===== src/rtl/ofmt_pkg.sv =====
package ofmt_pkg;
  typedef enum logic {PH_LOW = 1'b0, PH_HIGH = 1'b1} ofmt_phase_t;
  typedef enum logic {ORD_LSB = 1'b0, ORD_MSB = 1'b1} ofmt_order_t;
endpackage


===== src/rtl/ofmt_reduce.sv =====
module ofmt_reduce #(
  parameter int IN_W  = 24,
  parameter int OUT_W = 16,
  localparam int WW   = $clog2(OUT_W + 1)
) (
  input  logic [IN_W-1:0]  acc,
  input  logic [WW-1:0]    width,
  input  logic             rnd,
  output logic [OUT_W-1:0] word,
  output logic [WW-1:0]    eff_w,
  output logic             sat
);
  // Keep the upper w bits, optionally adding half a step first, and clip
  // the positive side when rounding overflows.
  function automatic logic [OUT_W-1:0] shrink(input logic signed [IN_W-1:0] a,
                                              input int unsigned w,
                                              input logic r,
                                              output logic s);
    logic signed [IN_W:0] e;
    logic signed [IN_W:0] q;
    logic signed [IN_W:0] lim;
    int unsigned sh;
    sh  = IN_W - w;
    e   = {a[IN_W-1], a};
    if (r) e = e + ((IN_W+1)'(1) << (sh - 1));
    q   = e >>> sh;
    lim = ((IN_W+1)'(1) << (w - 1)) - (IN_W+1)'(1);
    s   = (q > lim);
    return s ? lim[OUT_W-1:0] : q[OUT_W-1:0];
  endfunction

  always_comb begin
    eff_w = ((width < WW'(2)) || (width > WW'(OUT_W))) ? WW'(OUT_W) : width;
    word  = shrink(acc, int'(eff_w), rnd, sat);
  end
endmodule


===== src/rtl/ofmt_hold.sv =====
module ofmt_hold #(
  parameter int OUT_W = 16,
  localparam int WW   = $clog2(OUT_W + 1)
) (
  input  logic             clk,
  input  logic             rst_n,
  input  logic             in_valid,
  input  logic [OUT_W-1:0] in_word,
  input  logic [WW-1:0]    in_w,
  input  logic             in_msb,
  input  logic             in_cken,
  input  logic             take,
  output logic             pend_v,
  output logic [OUT_W-1:0] pend_word,
  output logic [WW-1:0]    pend_w,
  output logic             pend_msb,
  output logic             pend_cken
);
  always_ff @(posedge clk or negedge rst_n) begin
    if (!rst_n) begin
      pend_v    <= 1'b0;
      pend_word <= '0;
      pend_w    <= WW'(OUT_W);
      pend_msb  <= 1'b0;
      pend_cken <= 1'b0;
    end else if (in_valid) begin
      pend_v    <= 1'b1;
      pend_word <= in_word;
      pend_w    <= in_w;
      pend_msb  <= in_msb;
      pend_cken <= in_cken;
    end else if (take) begin
      pend_v    <= 1'b0;
    end
  end
endmodule


===== src/rtl/ofmt_serial.sv =====
module ofmt_serial
  import ofmt_pkg::*;
#(
  parameter int OUT_W = 16,
  localparam int WW   = $clog2(OUT_W + 1),
  localparam int IW   = $clog2(OUT_W)
) (
  input  logic             clk,
  input  logic             rst_n,
  input  logic             pend_v,
  input  logic [OUT_W-1:0] pend_word,
  input  logic [WW-1:0]    pend_w,
  input  logic             pend_msb,
  input  logic             pend_cken,
  output logic             take,
  output logic             busy,
  output logic             tx_clk_en,
  output logic             sdat,
  output logic             sclk,
  output logic             sync
);
  logic             busy_q;
  ofmt_phase_t      ph_q;
  logic [WW-1:0]    idx_q;
  logic [OUT_W-1:0] word_q;
  logic [WW-1:0]    w_q;
  ofmt_order_t      ord_q;
  logic             cken_q;
  logic             last;
  logic [WW-1:0]    sel;

  assign last = busy_q && (ph_q == PH_HIGH) && (idx_q == w_q - WW'(1));
  assign take = pend_v && (!busy_q || last);

  always_ff @(posedge clk or negedge rst_n) begin
    if (!rst_n) begin
      busy_q <= 1'b0;
      ph_q   <= PH_LOW;
      idx_q  <= '0;
      word_q <= '0;
      w_q    <= WW'(OUT_W);
      ord_q  <= ORD_LSB;
      cken_q <= 1'b0;
    end else if (take) begin
      busy_q <= 1'b1;
      ph_q   <= PH_LOW;
      idx_q  <= '0;
      word_q <= pend_word;
      w_q    <= pend_w;
      ord_q  <= ofmt_order_t'(pend_msb);
      cken_q <= pend_cken;
    end else if (busy_q) begin
      if (ph_q == PH_LOW) begin
        ph_q <= PH_HIGH;
      end else begin
        ph_q <= PH_LOW;
        if (last) busy_q <= 1'b0;
        else      idx_q  <= idx_q + WW'(1);
      end
    end
  end

  assign sel       = (ord_q == ORD_MSB) ? (w_q - WW'(1) - idx_q) : idx_q;
  assign busy      = busy_q;
  assign tx_clk_en = busy_q && cken_q;
  assign sdat      = busy_q && word_q[sel[IW-1:0]];
  assign sclk      = tx_clk_en && (ph_q == PH_HIGH);
  assign sync      = busy_q && (idx_q == '0);
endmodule


===== src/rtl/ofmt_top.sv =====
module ofmt_top #(
  parameter int ACC_W   = 24,
  parameter int OUT_MAX = 16,
  localparam int WW     = $clog2(OUT_MAX + 1)
) (
  input  logic             clk,
  input  logic             rst_n,
  input  logic             acc_valid,
  input  logic [ACC_W-1:0] acc_data,
  input  logic [WW-1:0]    cfg_width,
  input  logic             cfg_round,
  input  logic             cfg_msb_first,
  input  logic             cfg_clk_en,
  output logic             ser_data,
  output logic             ser_clk,
  output logic             ser_sync
);
  logic [OUT_MAX-1:0] red_word;
  logic [WW-1:0]      red_w;
  logic               red_sat;
  logic               pend_v;
  logic [OUT_MAX-1:0] pend_word;
  logic [WW-1:0]      pend_w;
  logic               pend_msb;
  logic               pend_cken;
  logic               take;
  logic               busy;
  logic               tx_clk_en;

  ofmt_reduce #(.IN_W(ACC_W), .OUT_W(OUT_MAX)) u_red (
    .acc(acc_data), .width(cfg_width), .rnd(cfg_round),
    .word(red_word), .eff_w(red_w), .sat(red_sat)
  );

  ofmt_hold #(.OUT_W(OUT_MAX)) u_hold (
    .clk(clk), .rst_n(rst_n), .in_valid(acc_valid), .in_word(red_word),
    .in_w(red_w), .in_msb(cfg_msb_first), .in_cken(cfg_clk_en), .take(take),
    .pend_v(pend_v), .pend_word(pend_word), .pend_w(pend_w),
    .pend_msb(pend_msb), .pend_cken(pend_cken)
  );

  ofmt_serial #(.OUT_W(OUT_MAX)) u_ser (
    .clk(clk), .rst_n(rst_n), .pend_v(pend_v), .pend_word(pend_word),
    .pend_w(pend_w), .pend_msb(pend_msb), .pend_cken(pend_cken),
    .take(take), .busy(busy), .tx_clk_en(tx_clk_en),
    .sdat(ser_data), .sclk(ser_clk), .sync(ser_sync)
  );
endmodule


===== config.mk =====
export PLATFORM = sky130hd
export DESIGN_NAME = ofmt_top
export DESIGN_NICKNAME = d
export VERILOG_FILES = /design/src/rtl/ofmt_pkg.sv /design/src/rtl/ofmt_reduce.sv /design/src/rtl/ofmt_hold.sv /design/src/rtl/ofmt_serial.sv /design/src/rtl/ofmt_top.sv
export SDC_FILE = /design/constraint.sdc
export NUM_CORES = 1
export LEC_CHECK = 0
export ABC_AREA = 1
export BUFFER_PORTS_ARGS = -buffer_cell sky130_fd_sc_hd__buf_2
export CORE_ASPECT_RATIO = 0.6
export CORE_MARGIN = 8
export CORE_UTILIZATION = 45
export CTS_CLUSTER_DIAMETER = 30
export DETAILED_ROUTE_END_ITERATION = 10
export GPL_TIMING_DRIVEN = 0
export HOLD_SLACK_MARGIN = 0.06
export PLACE_DENSITY_LB_ADDON = 0.3
export SETUP_SLACK_MARGIN = 0.1
export SLEW_MARGIN = 10
export SYNTH_ARGS = -nofsm -noshare
export SYNTH_HDL_FRONTEND = slang
export SYNTH_HIERARCHICAL = 1
export SYNTH_SLANG_ARGS = --single-unit

===== constraint.sdc =====
create_clock -name clk -period 3.83 [get_ports clk]
set_input_delay 0.383 -clock clk [delete_from_list [all_inputs] [get_ports clk]]
set_output_delay 0.383 -clock clk [all_outputs]
set_load 0.01 [all_outputs]

==> impl_results.md <==
* Drc violations at 0
* Leak pwr at 0.005821 uW
* Vias per cell at 5.963
* CP Capture Point: u_hold/pend_word[1]
* Post-place setup slack at -3.502 ns
* Buffers on Ports at 36
* Die height at 119.1 um
* CTS root buffer: clkbuf_16
* GRT Max-Usage Layer: met1
* Gr ovfl total at 0
* Max-cap violations at 0
* CTS tree: done
* CTS H-tree depth at 2
* Post-Route WL at 32.88 mm
* CP max stage delay at 0.35 ns
* Final-layout fill cell count at 1415
* Crit path required time at 4.06 ns
* GR Util met1 at 39.96%
* Tot GR Track Use at 26.04%
* Drt pass-1 iters at 6
* Clock slew at the register clock pins of the worst setup and hold paths at 0.07 ns
* DR iter-0 viols at 1790
* FF-to-FF End: u_hold/pend_v
* YS warnings at 6
* CTS sink count at 54
* Starting Density at 46.21%
* First-pass GRT wire length at 47.60 mm
* Worst Tran Pin Value at 1.017 ns
* Hold Fails Final Rpt at 0
* Synth Area per Inst at 5.875 um^2
* RR Startpoint: u_ser/w_q[0]
* Total CTS buffers at 5
* Met2 usage at 32.91%
* Run status: complete, but fails checks
* Setup WS post-layout at -2.341 ns
* CP most frequent cell: nand2_2
* Area Growth Syn to Fin at 42.83%
* Largest net degree at the start of global routing at 55
* Failing checks: setup timing
* Core area at 17270 um^2
* Crit path from: cfg_width[2]
* Number of global-route vias before repair at 8936
* Synth Instances at 1358
* Hpwl dp at 23.45 mm
* Crit. End Element: flip-flop
* Power Density at 418.3 nW/um^2
* Critical path class: input pin to flip-flop
* Register area at 1354 um^2
* Share of layout cells above drive strength 1 at 35.92%
* Multi-input gate area at 7619 um^2
* Chip width at 187.9 um
* GRT met3 Usage at 11.71%
* Slowest-stage cell, CP: fa_2
* Hold Slack at 0.1118 ns
* Skew-Pair Late Insertion Delay at 0.30 ns
* Die area at 22390 um^2
* RSZ-0062 raised after global routing: true
* Clk_skew at 0.007646 ns
* Maximum fanout along the worst path at 7
* FF-to-FF setup slack at 1.45 ns
* Antenna viol nets, final at 0
* Final setup violation count at 16
* Reg2Reg Depth at 12
* Worst slew margin at 32.18%
* Final-stage net count at 1589
* Row count at 37
* Tmin final at 6.171 ns
* Mapped Area at 7979 um^2
* Slew Viols, Final at 0
* Io pins at 38
* Initial antenna violation count at 0
* CTS Buffer Depth at 2
* Final Core Density at 66.00%
* CTS Hold Bufs at 0
* Hold Crit Class: input pin to asynchronous set/reset pin
* VDD IR max at 352.1 uV
* Final GP Congestion at 1.039
* DR WL/cell at 19.05 um
* Antenna cells at 0
* CP Launch Type: input pin
* Fmax at 0.1621 GHz
* Via count at 10292
* Period utilization at 161.1%
* Worst EP arrival at 6.40 ns
==> critical path: cells and delay by family <==
family | cells | cell delay (ns)
AND/OR/NAND/NOR | 33 | 3.15
adder cells (fa/ha/maj) | 2 | 0.64
buffers and inverters | 11 | 1.16
AO/OA/AOI/OAI | 7 | 1.03
==> how the worst min path moves through the flow <==
stage / startpoint / end / depth (start not counted)
3_3_place_gp: u_hold/pend_w[4] / u_ser/w_q[4] / 2
6_report: rst_n / u_ser/word_q[12] / 1
3_5_place_dp: u_hold/pend_word[7] / u_ser/word_q[7] / 2
5_1_grt: rst_n / u_ser/word_q[12] / 1
2_1_floorplan: rst_n / u_hold/pend_cken / 0
4_1_cts: cfg_msb_first / u_hold/pend_msb / 3
==> cells in the final DEF (no fill, tap or decap), types with 4 or more instances in the layout <==
cell type  instances
nor2_4            12
nand3_2           95
a21oi_2           16
clkbuf_1           8
nand3b_1           4
nor3_1            10
buf_1              5
ha_2               5
buf_12             9
nor4_4             5
nor2_2            15
nor2_1            82
buf_6             13
buf_4             82
nor3_2             4
inv_2             17
dfrtp_1           52
nand2_2           78
o21bai_1           6
xor2_1            15
a21oi_1           25
nand3_1          116
o21ai_2            6
inv_1            117
a21oi_4            6
nand2_4           14
o21ai_0           17
buf_2             48
nand3_4           50
nand4_1           10
nand2_1          411
xnor2_1            7
buf_8              7
clkbuf_16          7
ha_1              43
ha_4              13
inv_4              5
a31oi_1            6
==> per-layer routing <==
layer  part of all wire [%]  vias to the layer above
met2                     38                      704
met4                    1.6                        0
met1                     44                     4814
met3                     16                       80
met5                      0                        -
li1                       -                     4694
==> sequential cells by signal, summed over array words and instances (netlist names) <==
signal	flops
u_ser/idx_q	5
u_hold/pend_msb	1
u_hold/pend_cken	1
u_ser/w_q	5
u_ser/word_q	16
u_hold/pend_w	5
u_ser/ph_q	1
u_hold/pend_v	1
u_ser/busy	1
u_ser/ord_q	1
u_ser/cken_q	1
u_hold/pend_word	16
==> report_power, final <==
part / switching [uW] / internal (uW) / total, uW
logic: 2080 / 1290 / 3370
clock network: 207 / 243 / 450
registers: 164 / 787 / 952
total: 2450 / 2320 / 4770
==> cell type report <==
class | instances | area share, %
inverters | 143 | 4.963
clock buffers | 6 | 1.131
repair buffers | 128 | 9.168
well taps | 234 | 2.569
clock inverters | 2 | 0.1208
plain buffers | 48 | 3.316
flip-flops and latches | 54 | 11.88
multi-input cells | 1111 | 66.85
==> stage by stage <==
stage          setup TNS, ns  instances  cell area [um^2]  power (uW)
2_1_floorplan         -26.60       1359              8137        2697
3_3_place_gp          -54.70       1629              8610        3286
3_5_place_dp          -55.18       1629              8610        3348
4_1_cts               -34.55       1696             10030        4145
5_1_grt               -40.64       1726             11400        5113
6_report              -36.84       1726             11400        4767
==> timing repair <==
action | in CTS | in global routing
resized for setup | 175 | 231
setup buffers | 55 | 32
gates cloned | 5 | 2
pin swaps | 68 | 107
setup endpoints to repair | 16 | 16
No activity file was read; power rests on OpenSTA's default activity.
